--- src/rtl/rm_pwm_pkg.sv ---
package rm_pwm_pkg;

    localparam int CTRL_BITS = 4;

    typedef enum logic [1:0] {
        SEL_CTRL  = 2'd0,
        SEL_COUNT = 2'd1,
        SEL_LOAD  = 2'd2,
        SEL_MATCH = 2'd3
    } reg_sel_e;

    // bit3 polarity, bit2 compare enable, bit1 auto-reload, bit0 run
    typedef struct packed {
        logic pol;
        logic cmp_en;
        logic auto_rl;
        logic run;
    } ctrl_t;

    // While running only the run bit accepts a new value.
    function automatic ctrl_t ctrl_write(ctrl_t cur, logic [CTRL_BITS-1:0] wd);
        ctrl_t nx;
        nx = ctrl_t'(wd);
        if (cur.run) begin
            nx     = cur;
            nx.run = wd[0];
        end
        return nx;
    endfunction

endpackage

--- src/rtl/rm_pwm_ctrl.sv ---
module rm_pwm_ctrl
    import rm_pwm_pkg::*;
(
    input  logic                 clk,
    input  logic                 rst,
    input  logic                 wr_ctrl,
    input  logic [CTRL_BITS-1:0] wr_bits,
    input  logic                 ovf_tick,
    output ctrl_t                ctrl
);

    always_ff @(posedge clk) begin
        if (rst) begin
            ctrl <= '0;
        end else if (wr_ctrl) begin
            ctrl <= ctrl_write(ctrl, wr_bits);
        end else if (ovf_tick && !ctrl.auto_rl) begin
            ctrl.run <= 1'b0;
        end
    end

endmodule

--- src/rtl/rm_pwm_shadow.sv ---
module rm_pwm_shadow #(
    parameter int W = 32
) (
    input  logic         clk,
    input  logic         rst,
    input  logic         wr_load,
    input  logic         wr_match,
    input  logic [W-1:0] wr_data,
    input  logic         running,
    input  logic         ovf_tick,
    output logic [W-1:0] sh_load,
    output logic [W-1:0] act_match
);

    logic [W-1:0] sh_match;

    always_ff @(posedge clk) begin
        if (rst) begin
            sh_load   <= '0;
            sh_match  <= '0;
            act_match <= '0;
        end else begin
            if (wr_load)  sh_load  <= wr_data;
            if (wr_match) sh_match <= wr_data;
            // The pair moves into use on the boundary; the start value is
            // consumed by the counter on that same edge.
            if (!running || ovf_tick) act_match <= sh_match;
        end
    end

endmodule

--- src/rtl/rm_pwm_core.sv ---
module rm_pwm_core #(
    parameter int W = 32
) (
    input  logic         clk,
    input  logic         rst,
    input  logic         run,
    input  logic         cmp_en,
    input  logic         pol,
    input  logic         cnt_wr,
    input  logic [W-1:0] wr_data,
    input  logic [W-1:0] sh_load,
    input  logic [W-1:0] act_match,
    output logic [W-1:0] cnt,
    output logic         ovf_tick,
    output logic         ovf_pulse,
    output logic         pwm_out
);

    localparam logic [W-1:0] CNT_MAX = '1;
    localparam logic [W-1:0] CNT_ONE = W'(1);

    logic lvl;
    logic hit;

    assign ovf_tick = run && !cnt_wr && (cnt == CNT_MAX);
    assign hit      = cmp_en && (cnt == act_match);

    always_ff @(posedge clk) begin
        if (rst) begin
            cnt       <= '0;
            lvl       <= 1'b1;
            ovf_pulse <= 1'b0;
        end else begin
            ovf_pulse <= ovf_tick;
            if (cnt_wr)        cnt <= wr_data;
            else if (ovf_tick) cnt <= sh_load;
            else if (run)      cnt <= cnt + CNT_ONE;

            if (!run)                  lvl <= 1'b1;
            else if (ovf_tick)         lvl <= 1'b1;
            else if (!cnt_wr && hit)   lvl <= 1'b0;
        end
    end

    assign pwm_out = pol ^ (run & lvl);

endmodule

--- src/rtl/rm_pwm_timer.sv ---
module rm_pwm_timer
    import rm_pwm_pkg::*;
#(
    parameter int W = 32
) (
    input  logic         clk,
    input  logic         rst,
    input  logic         wr_en,
    input  logic [1:0]   wr_sel,
    input  logic [W-1:0] wr_data,
    output logic         pwm_out,
    output logic         ovf_pulse
);

    reg_sel_e     sel;
    ctrl_t        ctrl_q;
    logic         wr_ctrl, wr_count, wr_load, wr_match;
    logic         ovf_tick;
    logic [W-1:0] cnt_q, sh_load, act_match;

    assign sel      = reg_sel_e'(wr_sel);
    assign wr_ctrl  = wr_en && (sel == SEL_CTRL);
    assign wr_count = wr_en && (sel == SEL_COUNT);
    assign wr_load  = wr_en && (sel == SEL_LOAD);
    assign wr_match = wr_en && (sel == SEL_MATCH);

    rm_pwm_ctrl u_ctrl (
        .clk      (clk),
        .rst      (rst),
        .wr_ctrl  (wr_ctrl),
        .wr_bits  (wr_data[CTRL_BITS-1:0]),
        .ovf_tick (ovf_tick),
        .ctrl     (ctrl_q)
    );

    rm_pwm_shadow #(.W(W)) u_shadow (
        .clk       (clk),
        .rst       (rst),
        .wr_load   (wr_load),
        .wr_match  (wr_match),
        .wr_data   (wr_data),
        .running   (ctrl_q.run),
        .ovf_tick  (ovf_tick),
        .sh_load   (sh_load),
        .act_match (act_match)
    );

    rm_pwm_core #(.W(W)) u_core (
        .clk       (clk),
        .rst       (rst),
        .run       (ctrl_q.run),
        .cmp_en    (ctrl_q.cmp_en),
        .pol       (ctrl_q.pol),
        .cnt_wr    (wr_count),
        .wr_data   (wr_data),
        .sh_load   (sh_load),
        .act_match (act_match),
        .cnt       (cnt_q),
        .ovf_tick  (ovf_tick),
        .ovf_pulse (ovf_pulse),
        .pwm_out   (pwm_out)
    );

endmodule

--- config.mk ---
export PLATFORM = sky130hd
export DESIGN_NAME = rm_pwm_timer
export DESIGN_NICKNAME = d
export VERILOG_FILES = /design/src/rtl/rm_pwm_pkg.sv /design/src/rtl/rm_pwm_ctrl.sv /design/src/rtl/rm_pwm_shadow.sv /design/src/rtl/rm_pwm_core.sv /design/src/rtl/rm_pwm_timer.sv
export SDC_FILE = /design/constraint.sdc
export NUM_CORES = 1
export LEC_CHECK = 0
export ABC_AREA = 1
export ABC_CLOCK_PERIOD_IN_PS = 3500
export BUFFER_PORTS_ARGS = -buffer_cell sky130_fd_sc_hd__buf_2
export CELL_PAD_IN_SITES_DETAIL_PLACEMENT = 0
export CELL_PAD_IN_SITES_GLOBAL_PLACEMENT = 1
export CORE_MARGIN = 4
export CORE_UTILIZATION = 25
export DETAILED_ROUTE_END_ITERATION = 7
export GPL_ROUTABILITY_DRIVEN = 0
export GPL_TIMING_DRIVEN = 0
export HOLD_SLACK_MARGIN = 0.06
export PLACE_DENSITY_LB_ADDON = 0.1
export SETUP_SLACK_MARGIN = 0.02
export SKIP_CTS_REPAIR_TIMING = 1
export SLEW_MARGIN = 20
export SYNTH_ARGS = -nofsm -noshare
export SYNTH_HDL_FRONTEND = slang
export SYNTH_SLANG_ARGS = --single-unit
export TNS_END_PERCENT = 10
--- constraint.sdc ---
create_clock -name clk -period 3.5 [get_ports clk]
set_input_delay 0.35 -clock clk [delete_from_list [all_inputs] [get_ports clk]]
set_output_delay 0.35 -clock clk [all_outputs]
set_load 0.02 [all_outputs]
# --- Word-level counts from Yosys, hierarchy flattened ---
# Index checks and enable logic that the tools add are counted.
classes:
  muxes: 5
  n_div: 0
  n_eq_ne: 5
  order_cmp: 0
  bitwise_logic: 3
  multipliers: 0
  addsub: 1
  reduce_logical: 18
  shift: 0
op_table:
  columns: ["cell", "n"]
  rows:
  - ["$mux W32", 3]
  - ["$add A32 B1 Y32 const B", 1]
  - ["$eq A32 B32 Y1", 1]
  - ["$eq A32 B32 Y1 const B", 1]
  - ["$logic_and A1 B1 Y1", 9]
  - ["$eq A2 B2 Y1 const B", 2]
  - ["$logic_not A1 Y1", 3]
  - ["$reduce_bool A3 Y1", 1]
  - ["$reduce_or A3 Y1", 1]
  - ["$eq A2 B1 Y1 const B", 1]
  - ["$logic_not A2 Y1", 1]
  - ["$mux W1", 2]
  - ["$reduce_and A2 Y1", 1]
  - ["$reduce_bool A2 Y1", 1]
  - ["$and A1 B1 Y1", 1]
  - ["$logic_or A1 B1 Y1", 1]
  - ["$not A1 Y1", 1]
  - ["$xor A1 B1 Y1", 1]
word_totals:
  regBits: 134
  mem_bits_rw: 0
  romBits: 0
  output_inout_bits: 2
  latch_bits: 0
  in_bits: 37
  memories: 0
  wordCells: 42

# --- Logic depth before layout (Yosys ltp) ---
depth:
  depth_word: 8
  depth_mapped: 11
  mapped_depth_nobuf: 11

# --- By module ---
# Synthesis repeated with hierarchy kept, for this count alone.
unflattened:
  hier_cells: 1053
  area_unflattened_um2: 7000.5
by_module_without_submodules:
  columns: ["mod", "cells_per_inst", "area_per_inst_um2", "instances"]
  rows:
  - ["rm_pwm_shadow", 486, 3563.4, 1]
  - ["rm_pwm_core", 532, 3225.6, 1]
  - ["rm_pwm_ctrl", 27, 181.4, 1]
  - ["rm_pwm_timer", 8, 30.0, 1]

# --- Least setup slack after synthesis ---
# No wires, ideal clock.
synth_timing:
  path_type: "register -> register"
  start: "register u_core.cnt[0]"
  end: "register u_core.cnt[10]"
  required_time_ns: 3.368
  arrival_time_ns: 1.528
  setup_slack_ns: 1.840
  stages_incl_launch_ff: 12
  setup_ns: 0.132
  path_buffers: 1
  period_less_slack_ns: 1.660
  cell_sequence: "dfxtp_1 > ha_1 > nand2_2 > nor2_4 > nand2_4 > nor2_4 > nand2_1 > nor2_2 > buf_2 > nand2_1 > nand3_1 > a21oi_1"
synth_via:
  elab_chain_cells: 4
  elab_cells_between_ends: 7
  classes_between: "add/sub: 1; eq/ne: 1; mux: 3; reduce/logical: 2"
synth_lines:
  columns: ["element", "line", "text"]
  rows:
  - ["start: declaration", "rm_pwm_core.sv:13", "output logic [W-1:0] cnt,"]
  - ["start signal: assignment", "rm_pwm_core.sv:35", "if (cnt_wr) cnt <= wr_data;"]
  - ["start signal: assignment", "rm_pwm_core.sv:36", "else if (ovf_tick) cnt <= sh_load;"]
  - ["start signal: assignment", "rm_pwm_core.sv:37", "else if (run) cnt <= cnt + CNT_ONE;"]
  - ["$add A32 B1 Y32 or $eq A32 B32 Y1 (tied branches)", "rm_pwm_core.sv:37, rm_pwm_core.sv:25", null]
  - ["$mux W32 or $logic_and A1 B1 Y1 (tied branches)", "rm_pwm_core.sv:37, rm_pwm_core.sv:25", null]
  - ["$mux W32", "rm_pwm_core.sv:36", null]
  - ["$mux W32", "rm_pwm_core.sv:35", null]
# Parallel ways exist; a longest one is shown, timed or not. The select of a mux whose other input is x is not followed.
# A chain may end at the register's enable or synchronous reset.

# --- Final worst setup path ---
layout_timing:
  start: "register u_core.cnt[1]"
  end: "register u_core.cnt[10]"
# Same word-level chain as after synthesis.

==> impl_metrics.tcl <==
set metrics [dict create \
    status "completed" \
    rows 60 \
    rr_worst_depth 11 \
    cp_slowest_cell "dfxtp_1" \
    drt-vias-per-instance 4.57 \
    num_antenna_cells 0 \
    path_clk_slew_ps 60 \
    ys_ff_latch 134 \
    ys_types 30 \
    ys_warn_count 0 \
    start_util_pct 25.4 \
    clock_skew_ps 11.4 \
    grt_max_degree 17 \
    dr.pass1.iters 4 \
    reg2reg_setup_slack_ps 1290 \
    synthAdderAreaFrac_pct 0.183 \
    worst_pin_slew_ps 799 \
    ant_nets 0 \
    multiInputGateArea_um2 3190 \
    synth_top_family_by_area "compound AO/OA/AOI/OAI gates" \
    async_reset_ff_share_pct 0 \
    maxSlewViolCount 0 \
    yosysSeqAreaShare_pct 39.2 \
    overflow 0 \
    leakage_nw 3.16 \
    synth_flop_cell "dfxtp_1" \
    die_h_um 173 \
    synth_fp_nets 1054 \
    fillers 3039 \
    fin_setup_tns_ps 0 \
    finalNetCount 1110 \
    rsz0062_at_grt "no" \
    startpoint_type "register" \
    clock-sinks 134 \
    synth_xor_area_share_pct 3.33 \
    cp_data_required_time_ps 3780 \
    arrival_ps 2490 \
    holdPathEnd "u_shadow.sh_load[4]$_SDFFE_PP0P_" \
    cts_tree "yes" \
    end_kind "register" \
    clock_path_buffers 2 \
    drive_gt1_share_pct 11.3 \
    reg2reg_to "u_core.cnt[10]$_SDFFE_PP0P_" \
    worstHoldPathType "primary input to register" \
    final_core_util_pct 29.9 \
    path_cells "ha_1 -> nand2_2 -> nor2_4 -> nand2_4 -> nor2_4 -> nand2_1 -> nor2_2 -> buf_2 -> nand2_1 -> nand3_1 -> a21oi_1" \
    synthesis.area_um2 6840 \
    synth_edf_count 0 \
    dieArea_um2 30100 \
    cts_buffers 17 \
    wl_per_cell_um 18.2 \
    fmax_mhz 452 \
    ir_worst_vdd_mv 0.277 \
    cts_root_buf "clkbuf_16" \
    r2r-start "u_core.cnt[1]$_SDFFE_PP0P_" \
    fin_crit_ps 2210 \
    grt_pass1_wl_um 40500 \
    die_width_um 173 \
    cpPeakStageDelay_ps 370 \
    syn_area_per_cell_um2 6.73 \
    syn_inst 1016 \
    powerDensity_nw_per_um2 496 \
    synth_simple_gate_area_share_pct 21.2 \
    slew_headroom_pct 46.4 \
    grt_pass1_vias 6812 \
    drt_wl_total_um 26000 \
    muxShareOfSynthArea_pct 0 \
    clk-insertion-delay-late_ps 430 \
    vias 6510 \
    place_hpwl_um 19300 \
    fin_crit_sh_pct 63.2 \
    io_pins 39 \
    h-tree-depth 4 \
    hold_start "wr_data[4]" \
    max-cap-violations 0 \
    syn2layout_area_growth_pct 18.0 \
    grt_usage_pct 17.5 \
    port_buffers 37 \
    grt_antenna_before_repair 0 \
    synth-compound-area-share_pct 22.1 \
    path_class "register to register" \
    final_cell_mix "inv_1, nand2_1, dfxtp_1" \
    fp.coreArea_um2 27000 \
    regArea_um2 2680 \
    setup_viol 0 \
    drc 0 \
    finalHoldViolCount 0 \
    min_path_cells 3 \
    crit_fanout 10 \
    drt_iter0_drc 327 \
    final_common_cell "inv_1" \
]
## sequential cells by signal (all words and copies together) (netlist names)
| register | flops |
|---|---|
| u_core.ovf_pulse | 1 |
| u_shadow.act_match | 32 |
| u_shadow.sh_match | 32 |
| u_shadow.sh_load | 32 |
| u_ctrl.ctrl | 4 |
| u_core.lvl | 1 |
| u_core.cnt | 32 |
## stage by stage
| step | hold slack, ps | power [mW] | setup WS, ps | instance area [um2] | std cells |
|---|---|---|---|---|---|
| finish | 193 | 4.00 | 1290 | 8070 | 1425 |
| global route | 192 | 4.19 | 1050 | 8070 | 1425 |
| CTS | 184 | 4.06 | 1210 | 8070 | 1425 |
| detailed placement | 439 | 2.09 | 1130 | 7450 | 1394 |
| global placement | 435 | 2.09 | 1150 | 7450 | 1394 |
| floorplan | 419 | 1.93 | 1840 | 6840 | 1016 |
## layout make-up
cell class / count / area share [%]
clock buffer: 18 / 5.44
tap: 341 / 5.29
inverter: 192 / 8.93
buffer: 50 / 2.95
multi-input combinational: 640 / 39.6
timing repair buffer: 37 / 2.30
clock inverter: 13 / 2.25
sequential: 134 / 33.3
## synthesized netlist by cell type (all sizes together) (3+ instances only)
cell type	instances	area, um2
inv	191	717
nand2	177	679
dfxtp	134	2680
a21oi	133	741
o21ai	117	586
nand3	70	355
nor2	68	290
clkbuf	30	113
o22ai	29	181
buf	20	125
nand4	14	87.6
xnor2	13	114
xor2	13	114
nor3	3	20.0
## worst max-delay path by stage
| stage | startpoint | endpoint | slack [ps] |
|---|---|---|---|
| floorplan | u_core.cnt[0]$_SDFFE_PP0P_ | u_core.cnt[10]$_SDFFE_PP0P_ | 1840 |
| global placement | wr_sel[1] | u_core.cnt[16]$_SDFFE_PP0P_ | 1150 |
| detailed placement | wr_sel[1] | u_core.cnt[16]$_SDFFE_PP0P_ | 1130 |
| CTS | u_core.cnt[1]$_SDFFE_PP0P_ | u_core.cnt[10]$_SDFFE_PP0P_ | 1210 |
| global route | u_core.cnt[12]$_SDFFE_PP0P_ | u_core.cnt[10]$_SDFFE_PP0P_ | 1050 |
| finish | u_core.cnt[1]$_SDFFE_PP0P_ | u_core.cnt[10]$_SDFFE_PP0P_ | 1290 |
## cells by family (layout without fill, tap and decap cells)
family	Yosys count	count (layout)
buf+inv	242	310
fa+ha+maj	1	1
compound gates	279	279
flops	134	134
xor+xnor	26	26
simple gates	334	334
## per-layer routing
metal / global-route usage [%] / wire (um)
met1: 23.5 / 12500
met2: 29.8 / 12600
met3: 2.42 / 684
met4: 4.52 / 263
met5: 0 / 0
## worst max-delay path, delay by kind of cell (launching register included)
family                   cells  cell delay [ps]
AO/OA/AOI/OAI                1               70
adder cells (fa/ha/maj)      1              230
buffers and inverters        1              290
flip-flops                   1              370
AND/OR/NAND/NOR              8             1100
## report_power, final
group,switching [mW],leakage (nW),total [mW],internal [mW]
sequential,0.0514,1.09,1.65,1.60
combinational,0.263,1.76,0.395,0.132
clock,0.747,0.302,1.95,1.21
total,1.06,3.16,4.00,2.94
No activity file was read; power rests on OpenSTA's default activity.
